$ cat src/rtl/els_pkg.sv
package els_pkg;

    parameter int unsigned DEF_MAXVL = 16;

    typedef enum logic [1:0] {
        EK_RUN  = 2'b00,
        EK_SKIP = 2'b01,
        EK_ZERO = 2'b10
    } elem_kind_e;

    // Effective predicate bit plus mode to element kind.
    function automatic elem_kind_e classify(input logic eff_bit,
                                            input logic zero_mode,
                                            input logic scalar);
        if (scalar || eff_bit)
            return EK_RUN;
        else if (zero_mode)
            return EK_ZERO;
        else
            return EK_SKIP;
    endfunction

endpackage

$ cat src/rtl/els_pred_sel.sv
module els_pred_sel #(
    parameter int unsigned MAXVL = 16,
    localparam int unsigned OFF_W = (MAXVL > 1) ? $clog2(MAXVL) : 1
) (
    input  logic [MAXVL-1:0]        mask,
    input  logic                    use_zero_reg,
    input  logic                    invert,
    input  logic                    zero_mode,
    input  logic                    scalar,
    input  logic [OFF_W-1:0]        elem,
    output els_pkg::elem_kind_e     kind
);
    logic raw_bit;
    logic eff_bit;

    // The zero register reads as all zeros; the invert acts after that.
    assign raw_bit = use_zero_reg ? 1'b0 : mask[elem];
    assign eff_bit = raw_bit ^ invert;
    assign kind    = els_pkg::classify(eff_bit, zero_mode, scalar);
endmodule

$ cat src/rtl/els_offset_ctr.sv
module els_offset_ctr #(
    parameter int unsigned OFF_W = 4,
    parameter int unsigned LANES = 2
) (
    input  logic                        clk,
    input  logic                        rst,
    input  logic                        clear,
    input  logic                        advance,
    input  logic [1:0]                  sub_lim,
    output logic [LANES-1:0][OFF_W-1:0] elem_q,
    output logic [1:0]                  sub_q,
    output logic                        group_end
);
    assign group_end = (sub_q == sub_lim);

    always_ff @(posedge clk) begin
        if (rst || clear)
            sub_q <= 2'd0;
        else if (advance)
            sub_q <= group_end ? 2'd0 : sub_q + 2'd1;
    end

    // One element counter per lane (source, destination).
    for (genvar g = 0; g < LANES; g++) begin : g_lane
        logic [OFF_W-1:0] cnt_q;
        always_ff @(posedge clk) begin
            if (rst || clear)
                cnt_q <= '0;
            else if (advance && group_end)
                cnt_q <= cnt_q + OFF_W'(1);
        end
        assign elem_q[g] = cnt_q;
    end
endmodule

$ cat src/rtl/els_seq.sv
module els_seq #(
    parameter int unsigned MAXVL = els_pkg::DEF_MAXVL,
    localparam int unsigned VL_W  = $clog2(MAXVL + 1),
    localparam int unsigned OFF_W = (MAXVL > 1) ? $clog2(MAXVL) : 1
) (
    input  logic              clk,
    input  logic              rst,
    input  logic              vl_load,
    input  logic [VL_W-1:0]   vl_value,
    input  logic              start,
    input  logic [1:0]        subvl_code,
    input  logic [MAXVL-1:0]  pred_mask,
    input  logic              pred_zero_reg,
    input  logic              pred_invert,
    input  logic              zero_mode,
    input  logic              ff_enable,
    input  logic              el_ready,
    input  logic              el_exc,
    input  logic              el_cmp_zero,
    output logic              el_valid,
    output logic [OFF_W-1:0]  src_off,
    output logic [OFF_W-1:0]  dst_off,
    output logic [1:0]        sub_off,
    output logic [1:0]        el_kind,
    output logic              loop_done
);
    import els_pkg::*;

    localparam int unsigned LANES = 2;

    logic [VL_W-1:0]             vl_q;
    logic                        busy_q;
    logic                        done_q;
    logic                        scalar;
    logic [1:0]                  sub_lim;
    logic [LANES-1:0][OFF_W-1:0] elem_q;
    logic                        group_end;
    logic                        at_end;
    elem_kind_e                  kind;
    logic                        accept;
    logic                        halt_exc;
    logic                        ff_stop;
    logic                        finish;
    logic                        advance;
    logic                        clear;

    assign scalar  = (vl_q == '0);
    assign sub_lim = scalar ? 2'd0 : subvl_code;

    els_pred_sel #(.MAXVL(MAXVL)) u_pred (
        .mask         (pred_mask),
        .use_zero_reg (pred_zero_reg),
        .invert       (pred_invert),
        .zero_mode    (zero_mode),
        .scalar       (scalar),
        .elem         (elem_q[0]),
        .kind         (kind)
    );

    els_offset_ctr #(.OFF_W(OFF_W), .LANES(LANES)) u_ctr (
        .clk       (clk),
        .rst       (rst),
        .clear     (clear),
        .advance   (advance),
        .sub_lim   (sub_lim),
        .elem_q    (elem_q),
        .sub_q     (sub_off),
        .group_end (group_end)
    );

    assign at_end   = scalar || ((VL_W'(elem_q[0]) == vl_q - VL_W'(1)) && group_end);
    assign accept   = busy_q && el_ready;
    assign halt_exc = accept && el_exc && (kind != EK_SKIP);
    assign ff_stop  = ff_enable && !scalar &&
                      (((kind == EK_RUN) && el_cmp_zero) || (kind == EK_ZERO));
    assign finish   = accept && !halt_exc && (at_end || ff_stop);
    assign advance  = accept && !halt_exc && !finish;
    assign clear    = finish || (vl_load && !busy_q);

    always_ff @(posedge clk) begin
        if (rst) begin
            vl_q   <= '0;
            busy_q <= 1'b0;
            done_q <= 1'b0;
        end else begin
            done_q <= finish;
            if (!busy_q && vl_load)
                vl_q <= vl_value;
            if (!busy_q && start)
                busy_q <= 1'b1;
            else if (halt_exc || finish)
                busy_q <= 1'b0;
        end
    end

    assign el_valid  = busy_q;
    assign src_off   = elem_q[0];
    assign dst_off   = elem_q[1];
    assign el_kind   = kind;
    assign loop_done = done_q;
endmodule

$ cat config.mk
export PLATFORM = sky130hd
export DESIGN_NAME = els_seq
export DESIGN_NICKNAME = d
export VERILOG_FILES = /design/src/rtl/els_pkg.sv /design/src/rtl/els_pred_sel.sv /design/src/rtl/els_offset_ctr.sv /design/src/rtl/els_seq.sv
export SDC_FILE = /design/constraint.sdc
export NUM_CORES = 1
export LEC_CHECK = 0
export BUFFER_PORTS_ARGS = -buffer_cell sky130_fd_sc_hd__buf_2
export CAP_MARGIN = 40
export CORE_AREA = 2 2 53 55
export CTS_BUF_LIST = sky130_fd_sc_hd__clkbuf_8
export DETAILED_ROUTE_END_ITERATION = 8
export DIE_AREA = 0 0 55 57
export PLACE_DENSITY = 0.76
export SKIP_LAST_GASP = 1
export SLEW_MARGIN = 0
export SYNTH_ARGS = -nofsm -noshare
export SYNTH_HDL_FRONTEND = slang
export SYNTH_SLANG_ARGS = --single-unit
$ cat constraint.sdc
create_clock -name clk -period 3.82 [get_ports clk]
set_clock_uncertainty 0.05 [all_clocks]
set_input_delay 1.146 -clock clk [delete_from_list [all_inputs] [get_ports clk]]
set_output_delay 1.146 -clock clk [all_outputs]
set_load 0.005 [all_outputs]
==> qor.yml, run 1 <==
status: "finished with violations"
violations: "negative setup slack"
routed_wl_um: 3170
combPwrFrac_pct: 26.4
synth.avg_cell_area_um2: 8.44
dieArea_um2: 3140
ys.flop_type: "dfxtp_1"
die_w_um: 55
crit_path_frequent_cell: "buf_2"
areaGrowthSynthToFinish_pct: 31.9
p_total_w: 0.000437
vias: 1278
hold_path_class: "flip-flop to flip-flop"
htree_levels: 1
rows: 19
min_period_ns: 3.92
ys_top_cells_by_area: "dfxtp_1, mux2i_1, nor2_1"
clockRootBuffer: "clkbuf_8"
p_seq_share_pct: 43.1
crit_path_start_kind: "input port"
cts_inserted_buffers: 3
yosysWarningCount: 0
tightest_slew_ns: 0.650
yosys.area.top_type: "dfxtp_1"
crit_chain: "buf_2 > mux4_2 > o2111a_2 > or4_4 > a21boi_2 > buf_2"
dp_hpwl_um: 2390
crit_end: "el_kind[1]"
cap_viol_max_count: 0
detail_route.first_pass.iterations: 6
slew_viol_final: 0
grt_overflow: 0
maxSlewHeadroom_pct: 56.6
postSynthCellCount: 143
cp-end-kind: "output port"
dieHeight_um: 57
diodes: 0
ant_nets: 0
nFillCells: 237
p_int_w: 0.000309
criticalPathCategory: "input port to output port"
clockBufferDepth: 2
reg2reg_to: "u_ctr.g_lane[0].cnt_q[2]"
grt.total_usage_pct: 21.0
drive_gt1_share_pct: 35.9
io_pins: 48
clk_latency_ns: 0.25
gp_congestion: 0.876
ys_seq_area_share_pct: 28.2
slowest_stage: "or4_4"
reg2reg_depth: 9
netlist_top_cells_count: "dfxtp_1, nor2_1, a21oi_1, nand3_1, mux2i_1"
ff2ff_setup_slack_ns: 0.70
startpoint: "pred_mask[13]"
clock_sinks: 17
io_buffers: 47
hold-worst-slack_ns: 0.443
core_area_um2: 2620
fmax_mhz: 255
arrival_ns: 2.72
cts.clk_slew.worst_paths_ns: 0.07
wl_per_cell_um: 14.0
start_util_pct: 46.2
r2r-start: "u_ctr.g_lane[0].cnt_q[0]"
cpPeakStageDelay_ns: 0.49
grt_pass1_wl_um: 4880
dp_slack_ns: -0.189
fin_crit_sh_pct: 103
ys_ff_latch: 17
drc_errors: 0
final.setup.tns_ns: -0.131
p_leak_nw: 0.675
clockPowerShare_pct: 30.6
path_max_fanout: 2
rsz0062_at_grt: "true"
setup_ws_ns: -0.0983
ir_drop_uv: 200
grt_pass1_vias: 1214
drt_iter0_drc: 52
setup-violations-final: 2
nets: 233
ys_types: 43
final_area_um2: 1590
yosysTopAreaCellShare_pct: 28.2
p_per_area_nw_per_um2: 274
switchingPower_w: 0.000128
grt_max_degree: 15
worst_ep_required_time_ns: 2.62
antenna_found_initial: 0
async_reset_ff_share_pct: 0
synth_area_um2: 1210
viasPerCell: 5.65
synth_edf_count: 0
hold_violations: 0
cts_tree: "done"
placed_cell_area_um2: 1510
sw_frac_of_total_pct: 29.3
cts_setup_buffers: 0
synthesis.nets: 180
ctsHoldBuffers: 0
min_path_cells: 2
flip-flops by register name, indices dropped and copies added, names as in the netlist:
register,flops
el_valid,1
u_ctr.sub_q,2
u_ctr.g_lane.cnt_q,8
vl_q,5
loop_done,1
area by class of cell:
class	instances	area, um^2	area share [%]
Timing Repair Buffer	55	324	20.3
Sequential cell	17	340	21.4
Tap cell	31	38.8	2.44
Clock inverter	1	5.00	0.314
Inverter	5	18.8	1.18
Clock buffer	3	41.3	2.59
Multi-Input combinational cell	114	825	51.8
metrics by stage:
step | util, % | cells
final | 60.9 | 226
after global routing | 60.9 | 226
after CTS | 59.8 | 226
after detailed placement | 57.6 | 222
after global placement | 57.6 | 222
after floorplan | - | 143
power groups by stage:
stage | Clock (W) | Sequential [W] | Combinational (W)
final | 0.000134 | 0.000188 | 0.000115
after global routing | 0.000146 | 0.000189 | 0.000128
after CTS | 0.000138 | 0.000188 | 0.000111
after detailed placement | 0 | 0.000192 | 0.000108
after global placement | 0 | 0.000192 | 0.000105
after floorplan | 0 | 0.000191 | 0.0000705
worst max-delay path, delay by kind of cell:
kind            cells  cell delay [ns]
compound gates      2             0.41
buf+inv             2             0.22
mux                 1             0.45
simple gates        1             0.49
routing by layer:
layer / track usage (%) / routed length (um)
met3: 3.66 / 201
met1: 23.2 / 1340
met5: 0 / 0
met2: 38.9 / 1600
met4: 6.62 / 24
cells in the final DEF (no fill, tap or decap), types with 3 or more instances in the layout:
cell	instances
nor3_1	4
or3_1	3
nand3b_1	3
nand4_1	3
buf_6	5
a21oi_1	12
nand2_1	5
xnor2_1	4
xor2_1	3
dfxtp_1	17
ha_1	3
buf_2	43
mux2i_1	7
o21ai_0	5
o31ai_1	4
inv_1	5
nand3_1	8
nor2_1	17
buf_4	7
or4_1	3
clkbuf_8	3
repair_timing:
item                                   CTS  global route
resized for setup                        3             5
endpoints found under the hold margin    0             0
cloned                                   0             0
setup endpoints to repair                2             2
pin swaps                                1             1
how the worst min path moves through the flow:
| stage | endpoint | from | slack (ns) |
|---|---|---|---|
| floorplan | u_ctr.g_lane[1].cnt_q[3] | u_ctr.g_lane[1].cnt_q[3] | 0.42 |
| global placement | u_ctr.g_lane[1].cnt_q[2] | u_ctr.g_lane[1].cnt_q[2] | 0.42 |
| detailed placement | u_ctr.g_lane[1].cnt_q[3] | u_ctr.g_lane[1].cnt_q[3] | 0.43 |
| CTS | u_ctr.g_lane[1].cnt_q[3] | u_ctr.g_lane[1].cnt_q[3] | 0.44 |
| global route | u_ctr.g_lane[1].cnt_q[2] | u_ctr.g_lane[1].cnt_q[2] | 0.47 |
| finish | u_ctr.g_lane[1].cnt_q[2] | u_ctr.g_lane[1].cnt_q[2] | 0.44 |
cell families (layout without fill, tap and decap cells):
family,Yosys count,count (layout),share of synthesized area [%]
DFF,17,17,28.2
buffers and inverters,12,64,4.56
xor gates and xnor gates,7,7,5.08
AOI/OAI and AO/OA,34,34,19.5
and+or+nand+nor,61,61,30.1
adders and majority gates,3,3,3.11
muxes,9,9,9.53
(Power assumes the default switching activity.)
==> inputs of run 2 (changes only) <==
--- a/config.mk
+++ b/config.mk
@@ -12,6 +12,7 @@
 export DETAILED_ROUTE_END_ITERATION = 8
 export DIE_AREA = 0 0 55 57
 export PLACE_DENSITY = 0.76
+export REMOVE_ABC_BUFFERS = 1
 export SKIP_LAST_GASP = 1
 export SLEW_MARGIN = 0
 export SYNTH_ARGS = -nofsm -noshare
==> qor.yml, run 2 (synthesized netlist as in run 1, its figures left out) <==
status: "finished with violations"
violations: "negative setup slack"
setup_ws_ns: -0.0936  # +0.00463 ns
grt_pass1_wl_um: 5090  # +4.4%
startpoint: "pred_mask[13]"
core_area_um2: 2620  # unchanged
hold_violations: 0  # unchanged
nFillCells: 237  # unchanged
sw_frac_of_total_pct: 29.4  # +0.14 points
clock_sinks: 17  # unchanged
areaGrowthSynthToFinish_pct: 35.1
slew_viol_final: 0  # unchanged
cp-end-kind: "output port"
clk_latency_ns: 0.25  # about the same
fin_crit_sh_pct: 102  # -0.12 points
tightest_slew_ns: 0.633  # -0.0175 ns
detail_route.first_pass.iterations: 4  # -2
reg_top3: "u_ctr.g_lane.cnt_q: 8 flops, vl_q: 5 flops, u_ctr.sub_q: 2 flops"
cts_tree: "done"
grt_max_degree: 15  # unchanged
setup-violations-final: 2  # unchanged
rsz0062_at_grt: "true"
cts.clk_slew.worst_paths_ns: 0.06  # about the same
arrival_ns: 2.72  # about the same
ctsHoldBuffers: 0  # unchanged
io_buffers: 47  # unchanged
viasPerCell: 5.84  # +3.3%
diodes: 0  # unchanged
final.setup.tns_ns: -0.115  # +0.0163 ns
top_register: "u_ctr.g_lane.cnt_q"
grt_pass1_vias: 1207  # -0.58%
drive_gt1_share_pct: 36.7  # +0.79 points
ant_nets: 0  # unchanged
grt_overflow: 0  # unchanged
gp_congestion: 0.835  # -4.7%
final_util_pct: 62.4  # +1.5 points
die_w_um: 55  # unchanged
rows: 19  # unchanged
switchingPower_w: 0.000129  # +1.2%
cap_viol_max_count: 0  # unchanged
clockPowerShare_pct: 30.0  # -0.6 points
p_int_w: 0.000311  # +0.56%
p_leak_nw: 0.701  # +3.8%
antenna_found_initial: 0  # unchanged
critPathTopFamily: "simple AND/OR/NAND/NOR gates"
min_period_ns: 3.91  # -0.00463 ns
io_pins: 48  # unchanged
dp_hpwl_um: 2430  # +1.6%
ir_drop_uv: 181  # -9.7%
r2r-start: "u_ctr.g_lane[0].cnt_q[0]"
dieHeight_um: 57  # unchanged
worst_ep_required_time_ns: 2.62  # about the same
path_buf_inv: 2  # unchanged
cpPeakStageDelay_ns: 0.49  # about the same
slowest_stage: "or4_4"
dieArea_um2: 3140  # unchanged
drt_iter0_drc: 56  # +7.7%
ff2ff_setup_slack_ns: 0.63  # -0.07 ns
min_path_cells: 2  # unchanged
maxSlewHeadroom_pct: 57.7  # +1.1 points
crit_path_start_kind: "input port"
hp-start: "u_ctr.g_lane[1].cnt_q[3]"
vias: 1343  # +5.1%
holdPathEnd: "u_ctr.g_lane[1].cnt_q[3]"
drc_errors: 0  # unchanged
seq_area_um2: 340  # unchanged
final_common_cell: "buf_2"
grt.total_usage_pct: 21.7  # +0.69 points
largest_reg_flops: 8  # unchanged
criticalPathCategory: "input port to output port"
hold_path_class: "flip-flop to flip-flop"
reg2reg_to: "u_ctr.g_lane[0].cnt_q[2]"
p_per_area_nw_per_um2: 270  # -1.6%
reg2reg_depth: 11  # +2
crit_chain: "buf_6 > mux4_2 > o2111a_2 > or4_4 > a21boi_2 > buf_2"
start_util_pct: 46.2  # unchanged
combPwrFrac_pct: 27.2  # +0.8 points
routed_wl_um: 3360  # +5.9%
htree_levels: 1  # unchanged
crit_cells: 6  # unchanged
path_max_fanout: 2  # unchanged
clockBufferDepth: 2  # unchanged
multi_input_area_um2: 825  # unchanged
clockRootBuffer: "clkbuf_8"
cts_inserted_buffers: 3  # unchanged
nets: 237  # +1.7%
final_cell_mix: "buf_2, nor2_1, dfxtp_1, a21oi_1, buf_4"
fmax_mhz: 256  # +0.12%
wl_per_cell_um: 14.6  # +4.1%
p_seq_share_pct: 42.8  # -0.3 points
==> run 2: changes by cell type in the layout (fill, tap and decap cells not counted) <==
| cell | previous run | this run |
|---|---|---|
| buf_6 | 5 | 7 |
| clkinv_2 | 1 | 0 |
| buf_2 | 43 | 42 |
| buf_4 | 7 | 10 |
| inv_1 | 5 | 6 |
==> run 2: worst register-to-register path: stages (launching register included) <==
cell	delay, ns
dfxtp_1	0.49
mux4_2	0.54
o2111a_2	0.28
buf_6	0.13
nor4b_4	0.27
buf_4	0.15
buf_4	0.09
buf_4	0.09
nand3b_1	0.18
nand4_2	0.26
or4_1	0.47
a21oi_1	0.14
==> run 2: timing repair <==
item                                    4_1_cts  5_1_grt
endpoints found under the hold margin         0        0
setup buffers                                 2        2
resized for setup                             5        5
endpoints found under the setup margin        2        2
pin swaps                                     2        1
==> run 2: worst max path at each step <==
stage,to,slack (ns)
2_1_floorplan,el_kind[1],0.03
3_3_place_gp,el_kind[1],-0.10
3_5_place_dp,el_kind[1],-0.14
4_1_cts,el_kind[1],-0.09
5_1_grt,el_kind[1],-0.16
6_report,el_kind[1],-0.09
==> run 2: final cells by class <==
cell class | count | share of cell area [%]
Clock buffer | 3 | 2.53
Clock inverter | 1 | 0.230
Tap cell | 31 | 2.38
Timing Repair Buffer | 59 | 22.3
Multi-Input combinational cell | 114 | 50.5
Sequential cell | 17 | 20.9
Inverter | 5 | 1.15
==> run 2: routing by layer <==
layer | up-vias | share of wire (%) | GRT usage [%] | routed length (um)
met5 | - | 0 | 0 | 0
met4 | 0 | 1.4 | 6.27 | 48
met3 | 7 | 7.6 | 3.93 | 255
met2 | 62 | 50 | 39.8 | 1680
met1 | 628 | 41 | 24.5 | 1380
li1 | 646 | - | - | -
==> run 2: power by group through the flow <==
| stage | Sequential [W] | Combinational [W] | Clock, W |
|---|---|---|---|
| 3_5_place_dp | 0.000192 | 0.000109 | 0 |
| 4_1_cts | 0.000188 | 0.000115 | 0.000133 |
| 3_3_place_gp | 0.000192 | 0.000105 | 0 |
| 2_1_floorplan | 0.000191 | 0.0000660 | 0 |
| 6_report | 0.000188 | 0.000120 | 0.000132 |
| 5_1_grt | 0.000189 | 0.000131 | 0.000139 |
==> run 2: through the flow <==
step                total power, W  cell area [um^2]  hold slack, ns  setup WS, ns  instances
floorplan                 0.000257              1170           0.418        0.0342        136
global placement          0.000297              1510           0.414        -0.102        222
detailed placement        0.000301              1510           0.430        -0.144        222
CTS                       0.000436              1590           0.443       -0.0885        228
global route              0.000458              1630           0.480        -0.159        230
finish                    0.000440              1630           0.439       -0.0936        230
